<file path="src/rtl/pwm_dual_pkg.sv">
package pwm_dual_pkg;
  localparam int NREG   = 4;
  localparam int CTRL_W = 6;
  // register index inside a channel window (address bits [3:2])
  localparam int R_CTRL = 0;
  localparam int R_PRE  = 1;
  localparam int R_PER  = 2;
  localparam int R_DUTY = 3;
  // control bit positions
  localparam int C_EN      = 0;
  localparam int C_INV     = 1;
  localparam int C_AUTO    = 2;
  localparam int C_STOPIMM = 3;
  localparam int C_LDPRE   = 4;
  localparam int C_LDPER   = 5;
  localparam int WIN_BYTES = 16;
  localparam int STAT_STRIDE = 8;
endpackage

</file>
<file path="src/rtl/pwm_shadow_reg.sv">
module pwm_shadow_reg #(
  parameter int W        = 8,
  parameter int SYNC_CYC = 2
) (
  input  logic         clk,
  input  logic         rst_n,
  input  logic         wr_i,
  input  logic [W-1:0] wdata_i,
  input  logic         take_i,
  output logic [W-1:0] hold_o,
  output logic         pend_o,
  output logic         ready_o
);
  localparam int AGE_W = $clog2(SYNC_CYC + 1);
  localparam logic [AGE_W-1:0] AGE_RDY = AGE_W'(SYNC_CYC - 1);

  logic [W-1:0]     hold_q;
  logic             pend_q;
  logic [AGE_W-1:0] age_q;

  assign ready_o = pend_q && (age_q >= AGE_RDY);
  assign hold_o  = hold_q;
  assign pend_o  = pend_q;

  always_ff @(posedge clk or negedge rst_n) begin
    if (!rst_n) begin
      hold_q <= '0;
      pend_q <= 1'b0;
      age_q  <= '0;
    end else if (wr_i) begin
      hold_q <= wdata_i;
      pend_q <= 1'b1;
      age_q  <= '0;
    end else begin
      if (pend_q && (age_q < AGE_RDY)) age_q <= age_q + 1'b1;
      if (take_i && ready_o) pend_q <= 1'b0;
    end
  end

  AST_PEND_SET: assert property (@(posedge clk) disable iff (!rst_n)
    wr_i |=> pend_o);
  AST_SYNC_HOLDOFF: assert property (@(posedge clk) disable iff (!rst_n)
    wr_i |=> !ready_o);
  AST_CLEAR_ON_TAKE: assert property (@(posedge clk) disable iff (!rst_n)
    $fell(pend_o) |-> $past(take_i));
endmodule

</file>
<file path="src/rtl/pwm_chan_core.sv">
module pwm_chan_core
  import pwm_dual_pkg::*;
#(
  parameter int PRE_W = 10,
  parameter int PER_W = 12
) (
  input  logic              clk,
  input  logic              rst_n,
  input  logic [CTRL_W-1:0] ctrl_h,
  input  logic [PRE_W-1:0]  pre_h,
  input  logic [PER_W-1:0]  per_h,
  input  logic [PER_W-1:0]  duty_h,
  input  logic [NREG-1:0]   rdy_i,
  output logic [NREG-1:0]   take_o,
  output logic              pwm_o
);
  logic [CTRL_W-1:0] ctrl_a;
  logic [PRE_W-1:0]  pre_a, pre_cnt;
  logic [PER_W-1:0]  per_a, duty_a, per_cnt;
  logic              run_q, run_n;
  logic              tick, wrap, bound, active;

  assign tick  = run_q && (pre_cnt >= pre_a);
  assign wrap  = tick && (per_cnt >= per_a);
  assign bound = ctrl_a[C_AUTO] ? wrap : tick;

  always_comb begin
    take_o         = '0;
    take_o[R_CTRL] = rdy_i[R_CTRL];
    take_o[R_PRE]  = rdy_i[R_PRE]  && (!run_q || ctrl_a[C_LDPRE] || bound);
    take_o[R_PER]  = rdy_i[R_PER]  && (!run_q || ctrl_a[C_LDPER] || bound);
    take_o[R_DUTY] = rdy_i[R_DUTY] && (!run_q || ctrl_a[C_LDPER] || bound);
  end

  always_comb begin
    if (ctrl_a[C_EN])            run_n = 1'b1;
    else if (!run_q)             run_n = 1'b0;
    else if (ctrl_a[C_STOPIMM])  run_n = 1'b0;
    else                         run_n = !wrap;
  end

  always_ff @(posedge clk or negedge rst_n) begin
    if (!rst_n) begin
      ctrl_a  <= '0;
      pre_a   <= '0;
      per_a   <= '0;
      duty_a  <= '0;
      run_q   <= 1'b0;
      pre_cnt <= '0;
      per_cnt <= '0;
    end else begin
      if (take_o[R_CTRL]) ctrl_a <= ctrl_h;
      if (take_o[R_PRE])  pre_a  <= pre_h;
      if (take_o[R_PER])  per_a  <= per_h;
      if (take_o[R_DUTY]) duty_a <= duty_h;
      run_q <= run_n;
      if (!run_n) begin
        pre_cnt <= '0;
        per_cnt <= '0;
      end else if (run_q) begin
        pre_cnt <= tick ? '0 : pre_cnt + 1'b1;
        if (tick) per_cnt <= wrap ? '0 : per_cnt + 1'b1;
      end
    end
  end

  assign active = run_q && (per_cnt < duty_a);
  assign pwm_o  = active ^ ctrl_a[C_INV];

  AST_IDLE_LEVEL: assert property (@(posedge clk) disable iff (!rst_n)
    !run_q |-> (pwm_o == ctrl_a[C_INV]));
  AST_STOP_NOW: assert property (@(posedge clk) disable iff (!rst_n)
    (run_q && !ctrl_a[C_EN] && ctrl_a[C_STOPIMM]) |=> !run_q);
  AST_ZERO_DUTY: assert property (@(posedge clk) disable iff (!rst_n)
    (run_q && duty_a == '0) |-> (pwm_o == ctrl_a[C_INV]));
  AST_AUTO_DEFER: assert property (@(posedge clk) disable iff (!rst_n)
    (run_q && ctrl_a[C_AUTO] && !ctrl_a[C_LDPER] && !wrap) |-> !take_o[R_DUTY]);
endmodule

</file>
<file path="src/rtl/pwm_chan.sv">
module pwm_chan
  import pwm_dual_pkg::*;
#(
  parameter int PRE_W    = 10,
  parameter int PER_W    = 12,
  parameter int SYNC_CYC = 2
) (
  input  logic            clk,
  input  logic            rst_n,
  input  logic            wr_i,
  input  logic [1:0]      reg_sel_i,
  input  logic [31:0]     wdata_i,
  output logic [31:0]     rdata_o,
  output logic [NREG-1:0] pend_o,
  output logic            pwm_o
);
  localparam int MAXW = (PER_W > PRE_W) ? ((PER_W > CTRL_W) ? PER_W : CTRL_W)
                                        : ((PRE_W > CTRL_W) ? PRE_W : CTRL_W);

  function automatic int reg_w(input int r);
    if (r == R_CTRL) return CTRL_W;
    if (r == R_PRE)  return PRE_W;
    return PER_W;
  endfunction

  logic [MAXW-1:0] hold_all [NREG];
  logic [NREG-1:0] rdy, take;

  for (genvar r = 0; r < NREG; r++) begin : g_reg
    localparam int W = reg_w(r);
    logic [W-1:0] h;
    pwm_shadow_reg #(.W(W), .SYNC_CYC(SYNC_CYC)) u_shadow (
      .clk     (clk),
      .rst_n   (rst_n),
      .wr_i    (wr_i && (reg_sel_i == 2'(r))),
      .wdata_i (wdata_i[W-1:0]),
      .take_i  (take[r]),
      .hold_o  (h),
      .pend_o  (pend_o[r]),
      .ready_o (rdy[r])
    );
    assign hold_all[r] = MAXW'(h);
  end

  assign rdata_o = 32'(hold_all[reg_sel_i]);

  logic unused_bits;
  assign unused_bits = ^{wdata_i[31:MAXW], hold_all[R_CTRL][MAXW-1:CTRL_W],
                         hold_all[R_PRE][MAXW-1:PRE_W]};

  pwm_chan_core #(.PRE_W(PRE_W), .PER_W(PER_W)) u_core (
    .clk    (clk),
    .rst_n  (rst_n),
    .ctrl_h (hold_all[R_CTRL][CTRL_W-1:0]),
    .pre_h  (hold_all[R_PRE][PRE_W-1:0]),
    .per_h  (hold_all[R_PER][PER_W-1:0]),
    .duty_h (hold_all[R_DUTY][PER_W-1:0]),
    .rdy_i  (rdy),
    .take_o (take),
    .pwm_o  (pwm_o)
  );
endmodule

</file>
<file path="src/rtl/pwm_dual_ctl.sv">
module pwm_dual_ctl
  import pwm_dual_pkg::*;
#(
  parameter int NUM_CH   = 2,
  parameter int SLOTS    = 4,
  parameter int PRE_W    = 10,
  parameter int PER_W    = 12,
  parameter int SYNC_CYC = 2
) (
  input  logic              clk,
  input  logic              rst_n,
  input  logic              bus_wr,
  input  logic [6:0]        bus_addr,
  input  logic [31:0]       bus_wdata,
  output logic [31:0]       bus_rdata,
  output logic [NUM_CH-1:0] pwm_out
);
  localparam int ADDR_W = $clog2(SLOTS * WIN_BYTES) + 1;
  localparam int SLOT_W = $clog2(SLOTS);
  localparam logic [ADDR_W-1:0] STATUS_OFS = ADDR_W'(SLOTS * WIN_BYTES);

  function automatic logic [31:0] pend_mask();
    logic [31:0] m = '0;
    for (int c = 0; c < NUM_CH; c++) m[c*STAT_STRIDE +: NREG] = '1;
    return m;
  endfunction
  localparam logic [31:0] PEND_MASK = pend_mask();

  logic              is_chan;
  logic [SLOT_W-1:0] slot;
  logic [1:0]        reg_sel;
  logic [31:0]       ch_rdata [NUM_CH];
  logic [NREG-1:0]   ch_pend  [NUM_CH];
  logic [31:0]       status_w;

  assign is_chan = bus_addr < STATUS_OFS;
  assign slot    = bus_addr[4 +: SLOT_W];
  assign reg_sel = bus_addr[3:2];

  logic unused_lsb;
  assign unused_lsb = ^bus_addr[1:0];

  for (genvar c = 0; c < NUM_CH; c++) begin : g_ch
    pwm_chan #(.PRE_W(PRE_W), .PER_W(PER_W), .SYNC_CYC(SYNC_CYC)) u_chan (
      .clk       (clk),
      .rst_n     (rst_n),
      .wr_i      (bus_wr && is_chan && (slot == SLOT_W'(c))),
      .reg_sel_i (reg_sel),
      .wdata_i   (bus_wdata),
      .rdata_o   (ch_rdata[c]),
      .pend_o    (ch_pend[c]),
      .pwm_o     (pwm_out[c])
    );
  end

  always_comb begin
    status_w = '0;
    for (int c = 0; c < NUM_CH; c++) status_w[c*STAT_STRIDE +: NREG] = ch_pend[c];
  end

  always_comb begin
    bus_rdata = '0;
    if (bus_addr == STATUS_OFS) begin
      bus_rdata = status_w;
    end else if (is_chan) begin
      for (int c = 0; c < NUM_CH; c++)
        if (slot == SLOT_W'(c)) bus_rdata = ch_rdata[c];
    end
  end

  AST_UNIMPL_ZERO: assert property (@(posedge clk) disable iff (!rst_n)
    (is_chan && int'(slot) >= NUM_CH) |-> (bus_rdata == '0));
  AST_STATUS_BITS: assert property (@(posedge clk) disable iff (!rst_n)
    (bus_addr == STATUS_OFS) |-> ((bus_rdata & ~PEND_MASK) == '0));
  AST_HIGH_ZERO: assert property (@(posedge clk) disable iff (!rst_n)
    (bus_addr > STATUS_OFS) |-> (bus_rdata == '0));
endmodule

</file>
<file path="config.mk">
export PLATFORM = sky130hd
export DESIGN_NAME = pwm_dual_ctl
export DESIGN_NICKNAME = d
export VERILOG_FILES = /design/src/rtl/pwm_dual_pkg.sv /design/src/rtl/pwm_shadow_reg.sv /design/src/rtl/pwm_chan_core.sv /design/src/rtl/pwm_chan.sv /design/src/rtl/pwm_dual_ctl.sv
export SDC_FILE = /design/constraint.sdc
export NUM_CORES = 1
export LEC_CHECK = 0
export ABC_CLOCK_PERIOD_IN_PS = 4000
export BUFFER_PORTS_ARGS = -buffer_cell sky130_fd_sc_hd__buf_4
export CORE_MARGIN = 1.5
export CORE_UTILIZATION = 45
export DETAILED_ROUTE_END_ITERATION = 10
export HOLD_SLACK_MARGIN = 0.15
export PLACE_DENSITY = 0.7
export SLEW_MARGIN = 20
export SYNTH_ARGS = -nofsm -noshare
export SYNTH_HDL_FRONTEND = slang
export SYNTH_SLANG_ARGS = --single-unit
</file>
<file path="constraint.sdc">
create_clock -name clk -period 4 [get_ports clk]
set_clock_uncertainty 0.05 [all_clocks]
set_input_delay 0.2 -clock clk [delete_from_list [all_inputs] [get_ports clk]]
set_output_delay 0.2 -clock clk [all_outputs]
set_load 0.02 [all_outputs]
</file>
==> summary.md, run 1 <==
| Metric | Value |
|---|---|
| I/O Pins | `between 70 and 80` |
| Post-layout min period | `3.43 ns` |
| Share of layout cells above drive strength 1 | `0.246` |
| Most used DFF post-synth | `dfrtp_1` |
| Most frequent cell after synthesis | `dfrtp_1` |
| Routed Wire Length | `about 28 mm` |
| Worst setup EP type | `output port` |
| Power density over the cells | `580 mW/mm2` |
| CORE AREA | `0.0271 mm2` |
| Routed wire per std cell | `~18 um` |
| Vias in the first global route | `8717` |
| Worst setup SP type | `register` |
| Area grow syn2layout | `13.4%` |
| Worst-Skew Late Latency | `0.53 ns` |
| Worst-path clk slew | `0.06 ns` |
| Actual slew at the worst max-slew pin | `around 0.98 ns` |
| Top post-synthesis cells by area | `dfrtp_1 (46%), mux2_2 (15%), ha_1 (8.4%)` |
| Register area | `roughly 0.0058 mm2` |
| Hold Crit Class | `input port to register` |
| First-pass GRT wire length | `~47 mm` |
| Unique masters post-synth | `67` |
| CP Class | `register to output port` |
| Peak VDD IR | `0.373 mV` |
| Count of input and output buffers | `35` |
| Fmax | `291 MHz` |
| Worst hold stages | `3` |
| Pleak | `6.64 nW` |
| Critical path peak fanout | `7` |
| DR vias | `between 8000 and 9000` |
| Total GRT Usage | `0.207` |
| CP required | `3.75 ns` |
| Hold Violations, Final | `0` |
| CP arrival | `3.18 ns` |
| CTS tree | `built` |
| Number of fillers in the final layout | `2351` |
| Count of flip-flops with a built-in enable after synthesis | `0` |
| Iter 0 DRT Violations | `~600` |
| DRC errors left | `0` |
| Largest net degree at the start of global routing | `127` |
| Unrepaired setup endpoints after global routing | `false` |
| Average size of a mapped cell | `11.4 um2` |
| Vias per cell | `5.56` |
| Initial antenna violation count | `0` |
| R2R depth | `7` |
| Max-cap violations | `0` |
| Clock Path Buffers | `3` |
| Top-area cell type share of the netlist area | `0.461` |
| Rows | `60` |
| Status | `finished clean` |
| Starting density of the core | `0.460` |
| Post-Synthesis Cells | `1096` |
| CTS HTree Levels | `1` |
| Register area share after synthesis | `0.461` |
| Pre-CTS setup slack | `1.01 ns` |
| Yosys warnings | `0` |
| CTS Sinks | `between 200 and 250` |
| DIE WIDTH | `170 um` |
| Synth top cells by count | `dfrtp_1 (230), mux2_2 (167), inv_1 (93)` |
| Post-synth ARST share | `1.00` |
| Fin Setup TNS | `0 ns` |
| CTS buffer count | `25` |
| Nets@finish | `around 1300` |
| FF+latch count, synth | `between 200 and 250` |
| PnR worst setup slack | `approximately 0.57 ns` |
| Die height | `roughly 170 um` |
| Slew Viols, Final | `0` |
| Fin crit share | `0.859` |
| Die Footprint | `0.0287 mm2` |
| GRT overflow | `0` |
| Area of the multi-input gates | `0.00611 mm2` |
| Mapped cell area | `0.0125 mm2` |
| Routability cong. | `0.840` |
| Final antenna diode count | `0` |
| Post-CTS sizing | `0` |
| 1st-pass router iterations | `5` |
| Cell taking the most area after synthesis | `dfrtp_1` |
| Routed Antenna Nets | `0` |
| Detailed placement HPWL | `20.3 mm` |
| Final setup fails | `0` |
| Rel. slew slack | `0.350` |
| CTS root buffer | `clkbuf_16` |
layout by cell type, fill, tap and decap left out, drive strengths merged, types with 4 or more instances in the layout:
cell,count
dfrtp,230
mux2,168
inv,95
ha,84
nand2,67
buf,50
o21ai,42
a21oi,38
nor2,36
clkbuf,36
nand3,24
conb,20
a21o,17
dlygate4sd3,17
nand2b,15
and3,15
nand4,14
mux2i,14
a211oi,13
mux4,12
o31ai,12
xnor2,12
xor2,11
nand3b,9
or4,9
nor2b,8
a221oi,7
nand4b,7
a31oi,6
o21a,6
and2,5
a32o,5
nor3,4
a22oi,4
and4,4
bufinv,4
a2111oi,4
state kept, by name (all words and copies together) (netlist names):
register                       flops
g_ch.u_chan.u_core.per_a          24
g_ch.u_chan.g.u_shadow.hold_o     80
g_ch.u_chan.u_core.run_q           2
g_ch.u_chan.g.u_shadow.age_q      16
g_ch.u_chan.g.u_shadow.pend_o      8
g_ch.u_chan.u_core.pre_a          20
g_ch.u_chan.u_core.pre_cnt        20
g_ch.u_chan.u_core.duty_a         24
g_ch.u_chan.u_core.ctrl_a         12
g_ch.u_chan.u_core.per_cnt        24
critical path: stages, from the launching register on:
cell and delay, ns:
dfrtp_1 0.47, ha_1 0.32, a21o_1 0.15, a21o_1 0.17, a2111oi_0 0.42, o21ai_0 0.18
a221oi_1 0.48, xor2_1 0.27, buf_4 0.19
cells by family (layout without fill, tap and decap cells):
kind of cell | count (synthesis) | count (layout) | share of synthesized area
AO/OA/AOI/OAI | 182 | 182 | 0.0992
XOR/XNOR | 23 | 23 | 0.0161
adder cells (fa/ha/maj) | 84 | 84 | 0.0842
buffers and inverters | 153 | 206 | 0.0547
flip-flops | 230 | 230 | 0.461
multiplexers | 194 | 194 | 0.185
other | 1 | 20 | 0.000301
AND/OR/NAND/NOR | 229 | 229 | 0.0994
metrics by stage:
step,hold WS [ns],cells,instance area [um2],utilization,total power [mW]
2_1_floorplan,-0.146,1115,12500,-,5.03
3_3_place_gp,0.322,1477,13100,0.483,5.65
3_5_place_dp,0.335,1477,13100,0.483,5.74
4_1_cts,0.208,1540,14200,0.522,8.25
5_1_grt,0.284,1540,14200,0.522,8.74
6_report,0.237,1540,14200,0.522,8.21
power by group:
| part | switching, mW | internal, mW | total, mW |
|---|---|---|---|
| sequential | 0.419 | 2.83 | 3.25 |
| combinational | 1.39 | 1.10 | 2.49 |
| clock | 0.950 | 1.52 | 2.47 |
| total | 2.76 | 5.45 | 8.21 |
path summary, 6_finish.rpt:
check	startpoint	end	slack [ns]
setup / recovery	g_ch[1].u_chan.u_core.per_cnt[5]	pwm_out[1]	0.57
hold / removal	bus_addr[3]	g_ch[0].u_chan.g_reg[3].u_shadow.pend_o	0.24
setup reg to reg	g_ch[1].u_chan.u_core.per_cnt[11]	g_ch[1].u_chan.u_core.pre_a[6]	0.93
hold reg to reg	g_ch[1].u_chan.u_core.pre_a[4]	g_ch[1].u_chan.u_core.pre_a[4]	0.45
max in group asynchronous	rst_n	g_ch[0].u_chan.u_core.pre_cnt[2]	2.77
min in group asynchronous	rst_n	g_ch[1].u_chan.g_reg[3].u_shadow.age_q[0]	0.31
layer usage:
layer	wire (um)	track usage	vias up
met3	1380	0.0268	36
met4	516	0.0492	0
met5	0	0	-
met1	13600	0.306	4325
met2	12600	0.324	175
li1	-	-	4026
layout make-up:
class | instances | share of cell area
inverters | 93 | 0.0247
clock buffers | 36 | 0.0514
flip-flops and latches | 230 | 0.407
multi-input cells | 732 | 0.432
repair buffers | 67 | 0.0408
clock inverters | 10 | 0.0115
well taps | 372 | 0.0329
repair_timing:
| item | in CTS | in global routing |
|---|---|---|
| hold endpoints to repair | 209 | 0 |
| hold buffers | 17 | 0 |
| setup buffers | 0 | 0 |
Note: power is estimated with default switching activity, not from simulation.
==> inputs of run 2 (changes only) <==
--- a/config.mk
+++ b/config.mk
@@ -11,7 +11,7 @@
 export CORE_UTILIZATION = 45
 export DETAILED_ROUTE_END_ITERATION = 10
 export HOLD_SLACK_MARGIN = 0.15
-export PLACE_DENSITY = 0.7
+export PLACE_DENSITY = 0.74
 export SLEW_MARGIN = 20
 export SYNTH_ARGS = -nofsm -noshare
 export SYNTH_HDL_FRONTEND = slang
==> run 2 against run 1 <==
- sequential cell count is the same
- clock-buffer cell count is the same
- non-clock buffer count is the same
- worst hold slack gained 0.015 ns
- register-to-register slack lost 0.02 ns
- die area is the same
- global-route usage is essentially flat
- critical endpoint is now pwm_out[0]
- largest cell class unchanged
==> summary.md, run 2 (same netlist as run 1, synthesis figures left out) <==
| Metric | Value |
|---|---|
| Status | `finished clean` |
| P_int | `5.24 mW` |
| DIE WIDTH | `~170 um` |
| Fin crit share | `0.846` |
| Final antenna diode count | `0` |
| Register share of total power | `0.408` |
| CTS root buffer | `clkbuf_16` |
| Max reg flops | `80` |
| DR vias | `8628` |
| Routed Wire Length | `28.7 mm` |
| Initial antenna violation count | `0` |
| Peak VDD IR | `0.386 mV` |
| Die height | `170 um` |
| Routed wire per std cell | `approximately 19 um` |
| CTS Sinks | `230` |
| Gate power share | `0.313` |
| Final setup fails | `0` |
| Largest net degree at the start of global routing | `136` |
| Count of input and output buffers | `35` |
| Vias in the first global route | `8666` |
| Psw | `2.76 mW` |
| CTS buffer count | `25` |
| Worst-Skew Late Latency | `0.52 ns` |
| Clock Power Share | `0.279` |
| I/O Pins | `76` |
| Register area | `0.00576 mm2` |
| Worst-path clk slew | `around 0.060 ns` |
| GRT overflow | `0` |
| CP startpoint | `g_ch[0].u_chan.u_core.per_cnt[5]` |
| CP required | `3.75 ns` |
| Post-CTS setup repair buffer count | `0` |
| PnR worst setup slack | `0.615 ns` |
| Clock Path Buffers | `3` |
| Dpl cells | `1475` |
| Cell area after layout | `0.0141 mm2` |
| Hold Violations, Final | `0` |
| Vias per cell | `5.61` |
| CTS HTree Levels | `1` |
| Die Footprint | `around 0.029 mm2` |
| Area grow syn2layout | `12.7%` |
| CTS tree | `built` |
| Fmax | `295 MHz` |
| Critical path peak fanout | `6` |
| Non-filler cells, final | `1537` |
| Iter 0 DRT Violations | `558` |
| Area of the multi-input gates | `0.00611 mm2` |
| Post-layout min period | `3.39 ns` |
| Starting density of the core | `0.460` |
| Rows | `60` |
| Reg2reg end | `g_ch[1].u_chan.u_core.pre_a[6]` |
| Pleak | `between 6 and 7 nW` |
| Sw Share | `0.345` |
| Power density over the cells | `roughly 570 mW/mm2` |
| 1st-pass router iterations | `5` |
| Rel. slew slack | `0.267` |
| Most frequent cells in the layout | `dfrtp_1 (230), mux2_2 (167), inv_1 (93)` |
| Commonest non-fill, non-tap cell in the layout | `dfrtp_1` |
| CORE AREA | `0.0271 mm2` |
| CP Class | `register to output port` |
| Hold Crit Class | `input port to register` |
| Nets@finish | `1275` |
| Routed Antenna Nets | `0` |
| Slew Viols, Final | `0` |
| Worst setup EP type | `output port` |
| Fin Setup TNS | `0 ns` |
| Total GRT Usage | `0.207` |
| Pre-CTS setup slack | `1.00 ns` |
| DRC errors left | `0` |
| Actual slew at the worst max-slew pin | `1.10 ns` |
| Critical Path End | `pwm_out[0]` |
| Max-cap violations | `0` |
| Number of fillers in the final layout | `2303` |
| R2R Setup Slk | `0.91 ns` |
| Share of layout cells above drive strength 1 | `0.243` |
| Worst setup SP type | `register` |
| First-pass GRT wire length | `47.1 mm` |
| R2R depth | `7` |
| CP arrival | `3.14 ns` |
| Worst r2r src | `g_ch[1].u_chan.u_core.per_cnt[10]` |
| Routability cong. | `0.877` |
| Placement Cell Area | `0.0131 mm2` |
| Detailed placement HPWL | `20.5 mm` |
| Unrepaired setup endpoints after global routing | `false` |
## run 2: cell types whose count changed in the layout (fill, tap and decap cells not counted), sizes merged
cell	before	now
clkinv	2	4
clkinvlp	2	1
inv	95	94
bufinv	4	1
dlygate4sd3	17	18
buf	50	49
## run 2: what timing repair did
| action | 4_1_cts | 5_1_grt |
|---|---|---|
| setup endpoints to repair | 0 | 0 |
| hold buffers | 17 | 1 |
| gates resized for setup | 0 | 0 |
| hold endpoints to repair | 217 | 32 |
## run 2: worst min path at each step
stage | endpoint | cells past startpoint | slack (ns) | from
2_1_floorplan | g_ch[0].u_chan.g_reg[0].u_shadow.age_q[0] | 0 | -0.15 | rst_n
3_3_place_gp | g_ch[1].u_chan.g_reg[3].u_shadow.age_q[1] | 1 | 0.36 | rst_n
3_5_place_dp | g_ch[1].u_chan.g_reg[3].u_shadow.age_q[1] | 1 | 0.35 | rst_n
4_1_cts | g_ch[0].u_chan.g_reg[3].u_shadow.pend_o | 3 | 0.23 | bus_addr[3]
5_1_grt | g_ch[0].u_chan.g_reg[3].u_shadow.pend_o | 3 | 0.29 | bus_addr[3]
6_report | g_ch[0].u_chan.g_reg[3].u_shadow.pend_o | 3 | 0.25 | bus_addr[3]
## run 2: metal layers
layer | share of wire | global-route usage | up-vias
li1 | - | - | 3997
met1 | 0.47 | 0.302 | 4383
met2 | 0.46 | 0.328 | 213
met3 | 0.052 | 0.0275 | 35
met4 | 0.017 | 0.0504 | 0
met5 | 0 | 0 | -
## run 2: area by class of cell
| cell class | count | share of cell area |
|---|---|---|
| multi-input cells | 732 | 0.435 |
| flip-flops and latches | 230 | 0.409 |
| clock buffers | 36 | 0.0517 |
| repair buffers | 67 | 0.0418 |
| well taps | 372 | 0.0331 |
| inverters | 93 | 0.0248 |
| clock inverters | 7 | 0.00471 |
## run 2: per-stage QoR
stage                     hold slack [ns]  total power, mW  utilization
after floorplan                    -0.146             5.03            -
after global placement              0.356             5.60        0.482
after detailed placement            0.350             5.74        0.482
after CTS                           0.229             8.04        0.518
after global routing                0.286             8.49        0.519
final                               0.252             8.00        0.519
## run 2: power groups by stage
stage | Sequential, mW | Combinational [mW] | Clock [mW]
global route | 3.33 | 2.78 | 2.38
floorplan | 3.09 | 1.94 | 0
CTS | 3.26 | 2.50 | 2.28
global placement | 3.26 | 2.34 | 0
detailed placement | 3.29 | 2.45 | 0
finish | 3.26 | 2.50 | 2.24
## run 2: critical path, stage by stage (launching register included)
cell and delay, ns:
dfrtp_1 0.46, ha_1 0.32, a21o_1 0.16, a21o_1 0.16
a2111oi_0 0.41, o21ai_0 0.16, a221oi_1 0.53, xor2_1 0.24
buf_4 0.17
